$ cat config.mk
export PLATFORM = sky130hd
export DESIGN_NAME = prom_rd_ctrl
export DESIGN_NICKNAME = d
export VERILOG_FILES = /design/src/rtl/prom_pkg.sv /design/src/rtl/prom_wait_timer.sv /design/src/rtl/prom_addr_map.sv /design/src/rtl/prom_rd_ctrl.sv
export SDC_FILE = /design/constraint.sdc
export NUM_CORES = 1
export LEC_CHECK = 0
export ABC_AREA = 1
export BUFFER_PORTS_ARGS = -buffer_cell sky130_fd_sc_hd__buf_2
export CAP_MARGIN = 20
export CORE_ASPECT_RATIO = 1.25
export CORE_UTILIZATION = 50
export DETAILED_ROUTE_END_ITERATION = 6
export GPL_TIMING_DRIVEN = 1
export PLACE_DENSITY = 0.8
export SYNTH_ARGS = -nofsm -noshare
export SYNTH_HDL_FRONTEND = slang
export SYNTH_SLANG_ARGS = --single-unit
$ cat constraint.sdc
create_clock -name clk -period 3.3 [get_ports clk]
set_input_delay 0.825 -clock clk [delete_from_list [all_inputs] [get_ports clk]]
set_output_delay 0.825 -clock clk [all_outputs]
set_load 0.03 [all_outputs]
$ cat src/rtl/prom_pkg.sv
`timescale 1ns/1ps
package prom_pkg;
   typedef enum logic [1:0] {
      ST_STBY = 2'd0,
      ST_OPEN = 2'd1,
      ST_WAIT = 2'd2,
      ST_GAP  = 2'd3
   } prom_state_e;
endpackage

$ cat src/rtl/prom_wait_timer.sv
`timescale 1ns/1ps
module prom_wait_timer #(
   parameter int CNT_W = 4
) (
   input  logic             clk,
   input  logic             rst_n,
   input  logic             load,
   input  logic [CNT_W-1:0] load_val,
   output logic             expire
);
   logic [CNT_W-1:0] cnt_q;

   always_ff @(posedge clk or negedge rst_n) begin
      if (!rst_n) begin
         cnt_q <= '0;
      end else if (load) begin
         cnt_q <= load_val;
      end else if (cnt_q != '0) begin
         cnt_q <= cnt_q - 1'b1;
      end
   end

   // high on the edge that ends a window of load_val cycles
   assign expire = (cnt_q == CNT_W'(1));
endmodule

$ cat src/rtl/prom_addr_map.sv
`timescale 1ns/1ps
module prom_addr_map #(
   parameter int ADDR_W     = 21,
   parameter int PAGE_OFF_W = 3
) (
   input  logic                       wide,
   input  logic [ADDR_W:0]            word_addr,
   output logic [ADDR_W-1:0]          pin_addr,
   output logic                       am1,
   output logic [ADDR_W-PAGE_OFF_W-1:0] tag
);
   always_comb begin
      if (wide) begin
         pin_addr = word_addr[ADDR_W-1:0];
         am1      = 1'b0;
      end else begin
         pin_addr = word_addr[ADDR_W:1];
         am1      = word_addr[0];
      end
   end

   // page bits sit above the in-page offset in both widths
   assign tag = pin_addr[ADDR_W-1:PAGE_OFF_W];
endmodule

$ cat src/rtl/prom_rd_ctrl.sv
`timescale 1ns/1ps
module prom_rd_ctrl import prom_pkg::*; #(
   parameter int ADDR_W     = 21,
   parameter int DATA_W     = 32,
   parameter int PAGE_OFF_W = 3,
   parameter int RAND_WAIT  = 5,
   parameter int PAGE_WAIT  = 2,
   parameter int IDLE_LIMIT = 8,
   parameter int FLOAT_GAP  = 1
) (
   input  logic              clk,
   input  logic              rst_n,
   input  logic              wide_mode,
   input  logic              req_valid,
   output logic              req_ready,
   input  logic [ADDR_W:0]   req_addr,
   output logic              rsp_valid,
   output logic [DATA_W-1:0] rsp_data,
   output logic              rom_ce_n,
   output logic              rom_oe_n,
   output logic              rom_word_n,
   output logic [ADDR_W-1:0] rom_addr,
   input  logic [DATA_W-1:0] rom_data_in,
   output logic [1:0]        rom_am1,
   output logic              rom_am1_en
);
   localparam int HALF_W   = DATA_W / 2;
   localparam int TAG_W    = ADDR_W - PAGE_OFF_W;
   localparam int WAIT_MAX = (RAND_WAIT > FLOAT_GAP) ? RAND_WAIT : FLOAT_GAP;
   localparam int CNT_W    = $clog2(WAIT_MAX + 1);
   localparam int IDL_W    = $clog2(IDLE_LIMIT + 1);

   generate
      if (DATA_W % 2 != 0 || DATA_W < 4)
         $error("prom_rd_ctrl: DATA_W must be even and at least 4");
      if (PAGE_WAIT < 1 || RAND_WAIT < PAGE_WAIT)
         $error("prom_rd_ctrl: need 1 <= PAGE_WAIT <= RAND_WAIT");
      if (FLOAT_GAP < 1 || IDLE_LIMIT < 1)
         $error("prom_rd_ctrl: FLOAT_GAP and IDLE_LIMIT must be at least 1");
      if (PAGE_OFF_W < 1 || PAGE_OFF_W >= ADDR_W)
         $error("prom_rd_ctrl: PAGE_OFF_W out of range");
   endgenerate

   prom_state_e       state_q;
   logic              mode_q;
   logic              page_vld_q;
   logic [TAG_W-1:0]  tag_q;
   logic              ce_n_q, oe_n_q, am1_q;
   logic [ADDR_W-1:0] addr_q;
   logic              rsp_valid_q;
   logic [DATA_W-1:0] rsp_data_q;

   logic [ADDR_W-1:0] map_addr;
   logic              map_am1;
   logic [TAG_W-1:0]  map_tag;
   logic              mode_ok, accept, hit, close_now;
   logic              wait_load, wait_exp, idle_load, idle_exp;
   logic [CNT_W-1:0]  wait_val;
   logic [DATA_W-1:0] rsp_word;

   prom_addr_map #(.ADDR_W(ADDR_W), .PAGE_OFF_W(PAGE_OFF_W)) u_map (
      .wide      (mode_q),
      .word_addr (req_addr),
      .pin_addr  (map_addr),
      .am1       (map_am1),
      .tag       (map_tag)
   );

   prom_wait_timer #(.CNT_W(CNT_W)) u_acc_tmr (
      .clk      (clk),
      .rst_n    (rst_n),
      .load     (wait_load),
      .load_val (wait_val),
      .expire   (wait_exp)
   );

   prom_wait_timer #(.CNT_W(IDL_W)) u_idle_tmr (
      .clk      (clk),
      .rst_n    (rst_n),
      .load     (idle_load),
      .load_val (IDL_W'(IDLE_LIMIT)),
      .expire   (idle_exp)
   );

   always_comb begin
      mode_ok   = (mode_q == wide_mode);
      req_ready = ((state_q == ST_STBY) || (state_q == ST_OPEN)) && mode_ok;
      accept    = req_ready && req_valid;
      hit       = (state_q == ST_OPEN) && page_vld_q && (map_tag == tag_q);
      close_now = (state_q == ST_OPEN) && (!mode_ok || (!req_valid && idle_exp));
      wait_load = accept || close_now;
      if (!accept)  wait_val = CNT_W'(FLOAT_GAP);
      else if (hit) wait_val = CNT_W'(PAGE_WAIT);
      else          wait_val = CNT_W'(RAND_WAIT);
      idle_load = (state_q == ST_WAIT) && wait_exp;
   end

   // half-width results are zero-extended into the response bus
   generate
      for (genvar g = 0; g < DATA_W; g++) begin : g_rsp_bit
         if (g < HALF_W) begin : g_low
            assign rsp_word[g] = rom_data_in[g];
         end else begin : g_high
            assign rsp_word[g] = mode_q & rom_data_in[g];
         end
      end
   endgenerate

   always_ff @(posedge clk or negedge rst_n) begin
      if (!rst_n) begin
         state_q     <= ST_STBY;
         mode_q      <= 1'b1;
         page_vld_q  <= 1'b0;
         tag_q       <= '0;
         ce_n_q      <= 1'b1;
         oe_n_q      <= 1'b1;
         am1_q       <= 1'b0;
         addr_q      <= '0;
         rsp_valid_q <= 1'b0;
         rsp_data_q  <= '0;
      end else begin
         rsp_valid_q <= 1'b0;
         if (accept) begin
            state_q <= ST_WAIT;
            ce_n_q  <= 1'b0;
            oe_n_q  <= 1'b0;
            addr_q  <= map_addr;
            am1_q   <= map_am1;
            tag_q   <= map_tag;
         end else if (close_now) begin
            state_q    <= ST_GAP;
            ce_n_q     <= 1'b1;
            oe_n_q     <= 1'b1;
            page_vld_q <= 1'b0;
            mode_q     <= wide_mode;
         end else begin
            case (state_q)
               ST_STBY: begin
                  if (!mode_ok) begin
                     mode_q     <= wide_mode;
                     page_vld_q <= 1'b0;
                  end
               end
               ST_WAIT: begin
                  if (wait_exp) begin
                     state_q     <= ST_OPEN;
                     page_vld_q  <= 1'b1;
                     rsp_valid_q <= 1'b1;
                     rsp_data_q  <= rsp_word;
                  end
               end
               ST_GAP: begin
                  if (wait_exp) state_q <= ST_STBY;
               end
               default: ;
            endcase
         end
      end
   end

   assign rsp_valid  = rsp_valid_q;
   assign rsp_data   = rsp_data_q;
   assign rom_ce_n   = ce_n_q;
   assign rom_oe_n   = oe_n_q;
   assign rom_word_n = mode_q;
   assign rom_addr   = addr_q;
   assign rom_am1    = {2{am1_q}};
   assign rom_am1_en = !mode_q && (state_q != ST_GAP);
endmodule

==> results_dict.tcl <==
set metrics [dict create \
    timing_hold_violations_final 0 \
    power_frac_comb 0.515 \
    synth.mux.area_fraction 0 \
    power.sequential.fraction 0.323 \
    grt_first_pass_wirelength_mm 13.5 \
    detailedRoute.firstIterationViolations 151 \
    ios 119 \
    clock_sinks 67 \
    detail_route.wl_per_cell_um 12.2 \
    gp_congestion 0.805 \
    pwr-share-clk 0.162 \
    final_core_util 0.645 \
    worstSkewPairLatency_ns 0.35 \
    placed_area_sq_um 4050 \
    library_cell_with_the_highest_instance_count_after_synthesis "nand2_1" \
    power.switching_mw 2.29 \
    ir_worst_vdd_uv 578 \
    cts_made_buffers 9 \
    finalMaxSlewViolations 0 \
    drt_pre_antenna_iters 4 \
    finish.net_count 630 \
    via_count 3293 \
    layout.cell_area.non_filler_sq_um 4260 \
    synth_cell_type_count 29 \
    setup-tns-final_ns 0 \
    wire_length_reported_by_the_detailed_router_mm 8.04 \
    slew_headroom 0.461 \
    number_of_antenna_violations_at_the_first_check_in_global_routing 0 \
    viasPerCell 5.00 \
    run_status "finished clean" \
    maximum_fanout_along_the_worst_path 22 \
    synth_simple_gate_area_frac 0.329 \
    root_buffer "clkbuf_8" \
    fp.dieW_um 76.4 \
    ys.warnings.count 0 \
    synth_async_sr_flop_share 1.00 \
    arrival_time_reported_for_the_critical_path_endpoint_ns 1.82 \
    cts-hold-fix-buffers 0 \
    area_growth_pct 23.2 \
    postSynthCellCount 454 \
    power_density_over_the_cells_nw_per_um2 1090 \
    synth_edf_count 0 \
    grt_max_degree 64 \
    reg2reg_from "rom_word_n" \
    seq_area_frac_synth 0.486 \
    h_tree_level_count 3 \
    maxClockFrequency_ghz 0.377 \
    chipHeight_um 95.0 \
    critical_path.endpoint_type "output pin" \
    netlist.area_leader.share 0.470 \
    synth-main-ff-cell "dfrtp_1" \
    dp_hpwl_mm 5.76 \
    synthTopCellsByArea "dfrtp_1 47%, nand2_1 21%, nand3_1 5.2%" \
    numPortBuffers 118 \
    power.leakage_nw 2.47 \
    fin_crit_ns 2.65 \
    layout-drive-gt1-share 0.280 \
    setup.worst_path.class "flip-flop to output pin" \
    worstMarginPinSlew_ns 0.808 \
    netlist.top_cell.by_area "dfrtp_1" \
    ant_nets 0 \
    first_global_vias 3126 \
    setup_crit_start_kind "flip-flop" \
    die_area_sq_um 7260 \
    postSynthRegisterBits 67 \
    synth_nets 518 \
    synth-compound-area-share 0.0705 \
    postCtsResizedCells 0 \
    final.setup_skew_ns 0.00995 \
    total_power_mw 4.64 \
    fin_crit_sh 0.803 \
    post-cts-setup-buffer-count 0 \
    rr_worst_depth 9 \
    clock_tree.buffer_depth 2 \
    holdCritPathClass "input pin to async pin" \
    site_row_count 33 \
    synth.avg_cell_area_sq_um 7.62 \
    ys_top_cells_by_count "195 x nand2_1, 65 x dfrtp_1, 39 x inv_1" \
    crit_path_end "req_ready" \
    synth_top_family_by_area "simple AND/OR/NAND/NOR gates" \
    grt_setup_unrepaired "no" \
    max-cap-violations 0 \
    insertedDiodeCount 0 \
    initial_core_util 0.523 \
    core_area_sq_um 6610 \
    timing.reg2reg.setup_slack_ns 1.17 \
    layout.filler_cells 604 \
    grt.total_usage 0.235 \
    required_ns 2.47 \
    swShare 0.494 \
    worst_setup_hold_path_clk_slew_ns 0.08 \
    synth_area_sq_um 3460 \
    cp-startpoint "rom_word_n" \
    grt.overflow.total 0 \
    detail_route.drc_violations 0 \
    fraction_of_synthesized_cell_area_in_xor_and_xnor_cells 0.00760 \
    final-setup-viol-count 0 \
    cts_tree "done" \
    cellInternalPower_mw 2.35 \
    post_synth_fa_ha_maj_area_fraction 0.0217 \
    regToRegEndpoint "u_acc_tmr.cnt_q[2]" \
]
==> placed cells by master (no fill, tap or decap), drive strengths merged, types with 2 or more instances in the layout <==
cell and count:
o211ai 3, nand3 38, bufinv 2, buf 122
dfstp 2, o21ai 35, nor2 23, o31ai 3
xor2 2, clkbuf 9, dfrtp 65, nand2 208
a21oi 2, clkinv 3, inv 42, ha 6
==> layout make-up <==
| cell class | instances | area, sq um | share of cell area |
|---|---|---|---|
| well taps | 87 | 109 | 0.0255 |
| multi-input cells | 325 | 1480 | 0.348 |
| repair buffers | 122 | 621 | 0.146 |
| clock inverters | 7 | 91.3 | 0.0214 |
| inverters | 41 | 156 | 0.0367 |
| clock buffers | 9 | 124 | 0.0291 |
| flip-flops and latches | 67 | 1680 | 0.394 |
==> power by group through the flow <==
stage	sequential, mW	clock (mW)	combinational, mW
finish	1.50	0.754	2.39
global route	1.55	0.793	2.65
CTS	1.50	0.765	2.41
detailed placement	1.50	0	2.41
global placement	1.49	0	2.34
floorplan	2.07	0	1.25
==> critical path, cell delays in order, from the launching register on <==
cell	delay (ns)
dfstp_2	0.78
inv_4	0.21
nand2_1	0.10
nand2_1	0.10
nand2_1	0.07
inv_1	0.03
buf_2	0.17
==> stage by stage <==
| stage | hold WS, ns | worst slack [ns] | std cells |
|---|---|---|---|
| finish | 0.275 | 0.650 | 658 |
| global placement | 0.451 | 1.01 | 642 |
| floorplan | 0.448 | 1.07 | 454 |
| CTS | 0.266 | 0.639 | 658 |
| detailed placement | 0.457 | 1.02 | 642 |
| global route | 0.276 | 0.528 | 658 |
==> worst min-delay path by stage <==
stage	to	slack, ns	depth (start not counted)
3_5_place_dp	rsp_data[1]	0.46	2
4_1_cts	tag_q[15]	0.27	1
6_report	tag_q[15]	0.28	1
5_1_grt	tag_q[15]	0.28	1
2_1_floorplan	page_vld_q	0.45	2
3_3_place_gp	rsp_data[13]	0.45	2
==> metal layers <==
metal,global-route usage,routed length [um]
met5,0,0
met4,0.119,194
met3,0.0541,584
met2,0.400,3900
met1,0.279,3360
==> flip-flops by register name, indices dropped and copies added (netlist names) <==
| register | cells |
|---|---|
| rom_word_n | 1 |
| rom_addr | 3 |
| state_q | 2 |
| rsp_data | 32 |
| am1_q | 1 |
| tag_q | 18 |
| u_idle_tmr.cnt_q | 4 |
| u_acc_tmr.cnt_q | 3 |
| rom_oe_n | 1 |
| rsp_valid | 1 |
| page_vld_q | 1 |
==> logic make-up after synthesis <==
group,count (synthesis)
flops,67
compound gates,45
xor+xnor,3
simple gates,271
buf+inv,62
fa+ha+maj,6
Power figures use the tool's default switching activity.
